`config.mk`:
```
export PLATFORM = sky130hd
export DESIGN_NAME = pal_macrocell
export DESIGN_NICKNAME = d
export VERILOG_FILES = /design/src/rtl/pal_mc_pkg.sv /design/src/rtl/pal_pterm.sv /design/src/rtl/pal_term_array.sv /design/src/rtl/pal_mc_reg.sv /design/src/rtl/pal_macrocell.sv
export SDC_FILE = /design/constraint.sdc
export NUM_CORES = 1
export LEC_CHECK = 0
export CAP_MARGIN = 15
export CORE_MARGIN = 4
export CORE_UTILIZATION = 22
export DETAILED_ROUTE_END_ITERATION = 10
export PLACE_DENSITY_LB_ADDON = 0.1
export SYNTH_ARGS = -nofsm -noshare
export SYNTH_HDL_FRONTEND = slang
export SYNTH_HIERARCHICAL = 1
export SYNTH_SLANG_ARGS = --single-unit
```
`constraint.sdc`:
```
create_clock -name clk -period 1.4 [get_ports clk]
set_clock_uncertainty 0.05 [all_clocks]
set_input_delay 0.14 -clock clk [delete_from_list [all_inputs] [get_ports clk]]
set_output_delay 0.14 -clock clk [all_outputs]
set_load 0.005 [all_outputs]
```
`src/rtl/pal_mc_pkg.sv`:
```
package pal_mc_pkg;
  // Control term positions after the data terms (order fixed by fuse layout)
  typedef enum logic [1:0] {
    CT_CLK = 2'd0,
    CT_SET = 2'd1,
    CT_RST = 2'd2,
    CT_OE  = 2'd3
  } ctrl_term_e;

  localparam int unsigned N_CTRL = 4;
  localparam int unsigned FUSES_PER_INPUT = 2;
endpackage

```
`src/rtl/pal_pterm.sv`:
```
module pal_pterm #(
  parameter int unsigned N_IN = 4
) (
  input  logic [N_IN-1:0]   arr,
  input  logic [2*N_IN-1:0] fuse,
  output logic              term
);
  logic [N_IN-1:0] lit_ok;

  // a literal only constrains the AND when its fuse is connected
  for (genvar i = 0; i < N_IN; i++) begin : g_lit
    assign lit_ok[i] = (~fuse[2*i] | arr[i]) & (~fuse[2*i+1] | ~arr[i]);
  end

  assign term = &lit_ok;
endmodule

```
`src/rtl/pal_term_array.sv`:
```
module pal_term_array
  import pal_mc_pkg::*;
#(
  parameter int unsigned N_IN   = 4,
  parameter int unsigned N_DATA = 4
) (
  input  logic [N_IN-1:0]                        arr,
  input  logic [(N_DATA+N_CTRL)*2*N_IN-1:0]      fuse_map,
  output logic [N_DATA-1:0]                      data_terms,
  output logic                                   clk_t,
  output logic                                   set_t,
  output logic                                   rst_t,
  output logic                                   oe_t
);
  localparam int unsigned N_TERMS = N_DATA + N_CTRL;
  localparam int unsigned TERM_W  = FUSES_PER_INPUT * N_IN;

  logic [N_TERMS-1:0] terms;

  for (genvar t = 0; t < N_TERMS; t++) begin : g_term
    pal_pterm #(.N_IN(N_IN)) u_term (
      .arr  (arr),
      .fuse (fuse_map[t*TERM_W +: TERM_W]),
      .term (terms[t])
    );
  end

  assign data_terms = terms[N_DATA-1:0];
  assign clk_t = terms[N_DATA + int'(CT_CLK)];
  assign set_t = terms[N_DATA + int'(CT_SET)];
  assign rst_t = terms[N_DATA + int'(CT_RST)];
  assign oe_t  = terms[N_DATA + int'(CT_OE)];
endmodule

```
`src/rtl/pal_mc_reg.sv`:
```
module pal_mc_reg (
  input  logic clk,
  input  logic rst,
  input  logic clk_term,
  input  logic set_t,
  input  logic rst_t,
  input  logic preload_n,
  input  logic pl_val,
  input  logic d,
  output logic q
);
  logic clk_term_d;
  logic clk_rise;
  logic rst_seen;

  assign clk_rise = clk_term & ~clk_term_d;

  always_ff @(posedge clk) begin
    if (rst) clk_term_d <= 1'b0;
    else     clk_term_d <= clk_term;
  end

  // Priority: reset, preload, bypass hold, set, reset term, clock edge
  always_ff @(posedge clk) begin
    if (rst)                      q <= 1'b0;
    else if (!preload_n)          q <= pl_val;
    else if (set_t && rst_t)      q <= q;
    else if (set_t)               q <= 1'b1;
    else if (rst_t)               q <= 1'b0;
    else if (clk_rise)            q <= d;
  end

  always_ff @(posedge clk) rst_seen <= rst;

  always_comb begin
    if (rst_seen) begin
      p_powerup_low_r11: assert (q == 1'b0) else $error("register not cleared by reset");
    end
  end

  p_set_r5: assert property (@(posedge clk) disable iff (rst)
    (preload_n && set_t && !rst_t) |=> q);

  p_reset_r6: assert property (@(posedge clk) disable iff (rst)
    (preload_n && rst_t && !set_t) |=> !q);

  p_preload_r10: assert property (@(posedge clk) disable iff (rst)
    !preload_n |=> (q == $past(pl_val)));

  p_hold_r4: assert property (@(posedge clk) disable iff (rst)
    (preload_n && ((set_t && rst_t) || (!set_t && !rst_t && !clk_rise))) |=> $stable(q));

  p_capture_r4: assert property (@(posedge clk) disable iff (rst)
    (preload_n && !set_t && !rst_t && clk_rise) |=> (q == $past(d)));
endmodule

```
`src/rtl/pal_macrocell.sv`:
```
module pal_macrocell
  import pal_mc_pkg::*;
#(
  parameter int unsigned N_IN   = 4,
  parameter int unsigned N_DATA = 4
) (
  input  logic                                   clk,
  input  logic                                   rst,
  input  logic [N_IN-1:0]                        arr_in,
  input  logic [(N_DATA+N_CTRL)*2*N_IN-1:0]      fuse_map,
  input  logic                                   pol_inv,
  input  logic                                   oe_n_pin,
  input  logic                                   preload_n,
  input  logic                                   pin_in,
  output logic                                   pin_out,
  output logic                                   pin_oe,
  output logic                                   fb
);
  logic [N_DATA-1:0] data_terms;
  logic clk_t, set_t, rst_t, oe_t;
  logic sum, q, bypass, cell_val;

  pal_term_array #(.N_IN(N_IN), .N_DATA(N_DATA)) u_array (
    .arr        (arr_in),
    .fuse_map   (fuse_map),
    .data_terms (data_terms),
    .clk_t      (clk_t),
    .set_t      (set_t),
    .rst_t      (rst_t),
    .oe_t       (oe_t)
  );

  assign sum = |data_terms;

  pal_mc_reg u_reg (
    .clk       (clk),
    .rst       (rst),
    .clk_term  (clk_t),
    .set_t     (set_t),
    .rst_t     (rst_t),
    .preload_n (preload_n),
    .pl_val    (pin_in ^ pol_inv),
    .d         (sum),
    .q         (q)
  );

  assign bypass   = set_t & rst_t;
  assign cell_val = bypass ? sum : q;
  assign pin_out  = cell_val ^ pol_inv;
  assign pin_oe   = oe_t & ~oe_n_pin;
  assign fb       = pin_oe ? pin_out : pin_in;

  p_ext_enable_r8: assert property (@(posedge clk) disable iff (rst)
    oe_n_pin |-> !pin_oe);

  p_fb_input_r9: assert property (@(posedge clk) disable iff (rst)
    !pin_oe |-> (fb == pin_in));

  p_fb_output_r9: assert property (@(posedge clk) disable iff (rst)
    pin_oe |-> (fb == pin_out));
endmodule

```
# After elaboration in Yosys (flattened, before gate mapping)
# Cells that the tools add are included.
dict set report word_totals {
  register_bits 2
  latch_bits 0
  ramBits 0
  mem_bits_ro 0
  inputBits 74
  out_inout_bits 3
  mem_count 0
}
dict set report op_classes {
  n_addsub 0
  mul 0
  div_mod_pow 0
  order_cmp 0
  n_eq_ne 2
  n_shift 0
  mux 7
  n_bitwise 171
  n_reduce_logical 11
}
# op count
set ops {}
lappend ops {{inverter 1 bit} 70}
lappend ops {{bitwise OR 1 bit} 64}
lappend ops {{AND 1 bit} 35}
lappend ops {{AND reduction 4 bit} 8}
lappend ops {{2-to-1 mux 1 bit} 7}
lappend ops {{inequality test 4 x 1 -> 1 bit, second input constant} 1}
lappend ops {{OR reduction 4 bit} 1}
lappend ops {{inequality test 2 bit, second input constant} 1}
lappend ops {{AND reduction 2 bit} 1}
lappend ops {{bitwise XOR 1 bit} 2}
lappend ops {{logical AND 1 bit} 1}

# Logic depth before layout (Yosys ltp)
dict set report depth {
  depth_word 10
  mapped_depth 7
}

# Hierarchy
# The synthesis kept the hierarchy.
# module instances cells_each area_each_um2
set by_module_without_submodules {}
lappend by_module_without_submodules {pal_pterm 8 5 48.8}
lappend by_module_without_submodules {pal_mc_reg 1 10 98.8}
lappend by_module_without_submodules {pal_macrocell 1 12 81.3}

# Least setup slack after synthesis
# No wires, ideal clock.
dict set report synth_timing {
  path_type {in2reg}
  startpoint {input port arr_in[2]}
  endpoint {register u_reg.q}
  setup_ps 133
  arrival_time_ps 1243
  t_required_ps 1217
  setup_slack_ps -26
  stages 7
  path_buffers 0
  cell_sequence {mux2i_1 > and4_1 > nor4_2 > inv_1 > and4bb_1 > a31oi_1 > a311oi_2}
}
dict set report synth_between {
  elab_chain_len 10
}
# element line_no
set synth_lines {}
lappend synth_lines {{from (decl)} pal_macrocell.sv:9} ;# input logic [N_IN-1:0] arr_in,
lappend synth_lines {{inverter 1 bit} pal_pterm.sv:12} ;# assign lit_ok[i] = (~fuse[2*i] | arr[i]) & (~fuse[2*i+1] | ~arr[i]);
lappend synth_lines {{bitwise OR 1 bit} pal_pterm.sv:12}
lappend synth_lines {{AND 1 bit (*)} pal_pterm.sv:12}
lappend synth_lines {{AND reduction 4 bit (*)} pal_pterm.sv:15} ;# assign term = &lit_ok;
lappend synth_lines {{named net data_terms[1]} pal_macrocell.sv:19} ;# logic [N_DATA-1:0] data_terms;
lappend synth_lines {{OR reduction 4 bit (*)} pal_macrocell.sv:33} ;# assign sum = |data_terms;
lappend synth_lines {{named net sum} pal_macrocell.sv:21} ;# logic sum, q, bypass, cell_val;
lappend synth_lines {{2-to-1 mux 1 bit (*)} pal_mc_reg.sv:30} ;# else if (clk_rise) q <= d;
lappend synth_lines {{2-to-1 mux 1 bit (*)} pal_mc_reg.sv:29} ;# else if (rst_t) q <= 1'b0;
lappend synth_lines {{2-to-1 mux 1 bit (*)} pal_mc_reg.sv:28} ;# else if (set_t) q <= 1'b1;
lappend synth_lines {{2-to-1 mux 1 bit (*)} pal_mc_reg.sv:27} ;# else if (set_t && rst_t) q <= q;
lappend synth_lines {{2-to-1 mux 1 bit (*)} pal_mc_reg.sv:26} ;# else if (!preload_n) q <= pl_val;
lappend synth_lines {{to (signal assigned)} pal_mc_reg.sv:26}
lappend synth_lines {{to (signal assigned)} pal_mc_reg.sv:27}
lappend synth_lines {{to (decl)} pal_mc_reg.sv:10} ;# output logic q
# The timed path passes the listed nets; every way through them passes the cells marked *. The select of a mux whose other input is x is not followed.
# A chain may end at the register's enable or synchronous reset.

# Worst setup path after layout
dict set report layout_timing {
  startpoint {input port arr_in[2]}
  endpoint {output port fb}
}
dict set report layout_between {
  elab_chain_len 8
}
# element line_no
set layout_lines {}
lappend layout_lines {{inverter 1 bit} pal_pterm.sv:12}
lappend layout_lines {{bitwise OR 1 bit} pal_pterm.sv:12}
lappend layout_lines {{AND 1 bit (*)} pal_pterm.sv:12}
lappend layout_lines {{AND reduction 4 bit (*)} pal_pterm.sv:15}
lappend layout_lines {{named net data_terms[1]} pal_macrocell.sv:19}
lappend layout_lines {{OR reduction 4 bit (*)} pal_macrocell.sv:33}
lappend layout_lines {{2-to-1 mux 1 bit (*)} pal_macrocell.sv:48} ;# assign cell_val = bypass ? sum : q;
lappend layout_lines {{bitwise XOR 1 bit (*)} pal_macrocell.sv:49} ;# assign pin_out = cell_val ^ pol_inv;
lappend layout_lines {{2-to-1 mux 1 bit (*)} pal_macrocell.sv:51} ;# assign fb = pin_oe ? pin_out : pin_in;
lappend layout_lines {{to (decl)} pal_macrocell.sv:17} ;# output logic fb
# The timed path passes the listed nets; every way through them passes the cells marked *.

==> summary.txt <==
Yosys
  • Top post-synthesis cells by area: mux2i_1, and4_1, dfxtp_1
  • Share of the synthesized area in the top cell type: 0.561
  • Largest area contributor in the synthesized netlist: mux2i_1
  • Post-Syn Nets: 136
  • Ys Warns: 6
  • Synth cell types: 18
  • Synth Area per Inst: slightly above 9 sq um
  • Synthesis-stage register bit count: 2
  • Synthesized area: ~570 sq um
  • Register area share after synthesis: 0.0702
  • Cell count after synthesis: 62

Setup path
  • Req. time, crit path: 1.21 ns
  • CP max stage delay: 0.32 ns
  • Startpoint Class: input pin
  • Top Family by Delay on Critical Path: simple AND/OR/NAND/NOR gates
  • Most frequent CP cell: buf_6
  • Crit-path max FO: 4
  • CP endpoint kind: output pin
  • Critical path class: in2out
  • Slowest cell on crit path: nor4_4
  • CP Cell Sequence: buf_6 > buf_6 > mux2i_1 > and4_1 > nor4_4 > a311o_1 > a31oi_1 > buf_2
  • Buffers & Inverters on Critical Path: 3
  • Crit path DAT: 1.47 ns

Timing
  • Slew HR: 0.827
  • Final hold vios: 0
  • Setup_tns: -0.593 ns
  • Fin crit period: between 1.5 and 2 ns
  • Final number of max-transition violations: 0
  • Worst Slack Setup Final: -0.261 ns
  • Worst-Margin Slew: ~0.26 ns
  • Final setup fails: 3
  • FMAX: 602 MHz
  • RSZ-0062 raised after global routing: yes
  • Tcrit/Tclk final: 1.19

Clock network
  • Skew-Pair Late Insertion Delay: 0.23 ns
  • Clk root buf: clkbuf_4
  • CTS Buffer Depth: 2
  • TritonCTS buffer count: 3
  • CTS tree: done
  • CTS clk-pin slew, worst paths: 0.03 ns
  • Hold_buf cts: 0
  • Clk sinks: 2
  • H-tree Lvls: 1

Routing
  • DRC: 0
  • Antenna-violating nets left: 0
  • Vias: slightly below 900
  • First-pass iteration count of the detailed router: 4
  • Wire per inst: 14.6 um
  • Initial DRC count: 19
  • Post-Route WL: 2740 um
  • Vias/cell: 4.70

Global route
  • Overflow left after global routing: 0
  • Number of global-route vias before repair: 1056
  • First-pass GRT wire length: 4370 um
  • GRT Total Usage: 0.162
  • Largest net degree at the start of global routing: 8
  • Initial antenna violation count: 0

Final layout
  • Leading cell types in the layout, fill and taps excluded: dlygate4sd2_1, mux2i_1, buf_6, clkdlybuf4s50_1, dlymetal6s2s_1
  • Share of cells above drive strength 1: 0.217
  • Syn-to-layout area delta: 169%
  • Post-route cell area: ~0.0015 sq mm
  • Most common cell after layout, fill and taps aside: dlygate4sd2_1
  • Nets@finish: between 200 and 250
  • Final Util: 0.620
  • Diode count: 0

Power
  • Proportion of power drawn by flip-flops and latches: 0.119
  • Psw: ~0.00015 W
  • Clock power frac: 0.246
  • Peak supply drop: 0.458 mV
  • Pwr dens: 352 mW/mm^2
  • Pleak: 0.833 nW
  • Combinational power share: 0.635
  • Int Pwr: 0.000393 W
  • Switching share of power: 0.274

Floorplanning
  • Row Count: 18
  • Die area: 0.00347 sq mm
  • Die Wd: 58.9 um
  • Die height: ~59 um
  • Io pins: 77
  • Core area: between 0.002 and 0.0025 sq mm
  • Initial core utilization: 0.230

Placement
  • DP Worst Slack: -1.14 ns
  • Gpl congestion: a little over 0.7
  • IO Port Bufs: 76
  • Post-Place Cell Area: 0.00150 sq mm
  • Post-DP HPWL: 2460 um

Worst hold path
  • Min-Delay Path Class: in2reg

Status
  • Violated checks: negative setup slack
  • Status: finished, violations left

Job
  • Max-cap violations: 0
==> worst paths after layout <==
path | depth (start not counted) | slack (ns) | to | startpoint
worst max register to register | 3 | 0.41 | u_reg/q$_SDFFE_PP0P_ | u_reg/clk_term_d$_SDFF_PP0_
worst min-delay path | 2 | 0.45 | u_reg/clk_term_d$_SDFF_PP0_ | rst
worst min register to register | 2 | 0.60 | u_reg/q$_SDFFE_PP0P_ | u_reg/q$_SDFFE_PP0P_
worst max-delay path | 8 | -0.26 | fb | arr_in[2]
==> sequential cells by signal (all words and copies together) (netlist names) <==
name	flops
u_reg/q	1
u_reg/clk_term_d	1
==> kinds of logic (layout without fill, tap and decap cells) <==
family                 count (synthesis)  count (layout)  synth area share
AO/OA/AOI/OAI                          8               8             0.114
XOR/XNOR                               1               1            0.0154
buffers and inverters                  2              97            0.0132
flip-flops                             2               2            0.0702
multiplexers                          32              32             0.561
AND/OR/NAND/NOR                       17              17             0.226
==> cell usage after synthesis <==
cell and instances:
a31oi_1 2, nor2b_1 2, a21bo_2 1, nand2b_1 1, xor2_1 1, o211ai_1 1, inv_1 2, a311o_1 1
nor4_2 1, and4bb_1 1, dfxtp_1 2, a21oi_1 1, and4_1 8, o21ai_0 1, nand2_1 2, nor2_1 2
a311oi_2 1, mux2i_1 32
==> power by group through the flow <==
stage	clock, W	sequential (W)	combinational [W]
2_1_floorplan	0	0.0000632	0.0000926
3_3_place_gp	0	0.0000641	0.000377
3_5_place_dp	0	0.0000641	0.000383
4_1_cts	0.000145	0.0000640	0.000343
5_1_grt	0.000144	0.0000650	0.000375
6_report	0.000133	0.0000646	0.000343
==> what timing repair did <==
item,in CTS,in global routing
gates resized for setup,96,11
gates cloned,0,0
setup buffers,0,1
setup endpoints to repair,4,4
pin swaps,12,8
==> stage by stage <==
step	hold slack (ns)	power, W	instances
2_1_floorplan	0.158	0.000156	62
3_3_place_gp	0.580	0.000441	184
3_5_place_dp	0.605	0.000447	184
4_1_cts	0.441	0.000552	186
5_1_grt	0.459	0.000584	187
6_report	0.446	0.000541	187
==> metal layers <==
layer  track usage  wire (um)  vias to the layer above
met5             0          0                        -
met4        0.0485          0                        0
met3        0.0285        240                        0
met2         0.333       1540                       39
met1         0.160        960                      397
li1              -          -                      443
==> area by class of cell <==
type,count,area (sq um)
flip-flops and latches,2,40.0
fillers,250,941
multi-input cells,58,554
inverters,2,7.51
repair buffers,92,875
clock buffers,3,22.5
well taps,30,37.5
No activity file was read; power rests on OpenSTA's default activity.
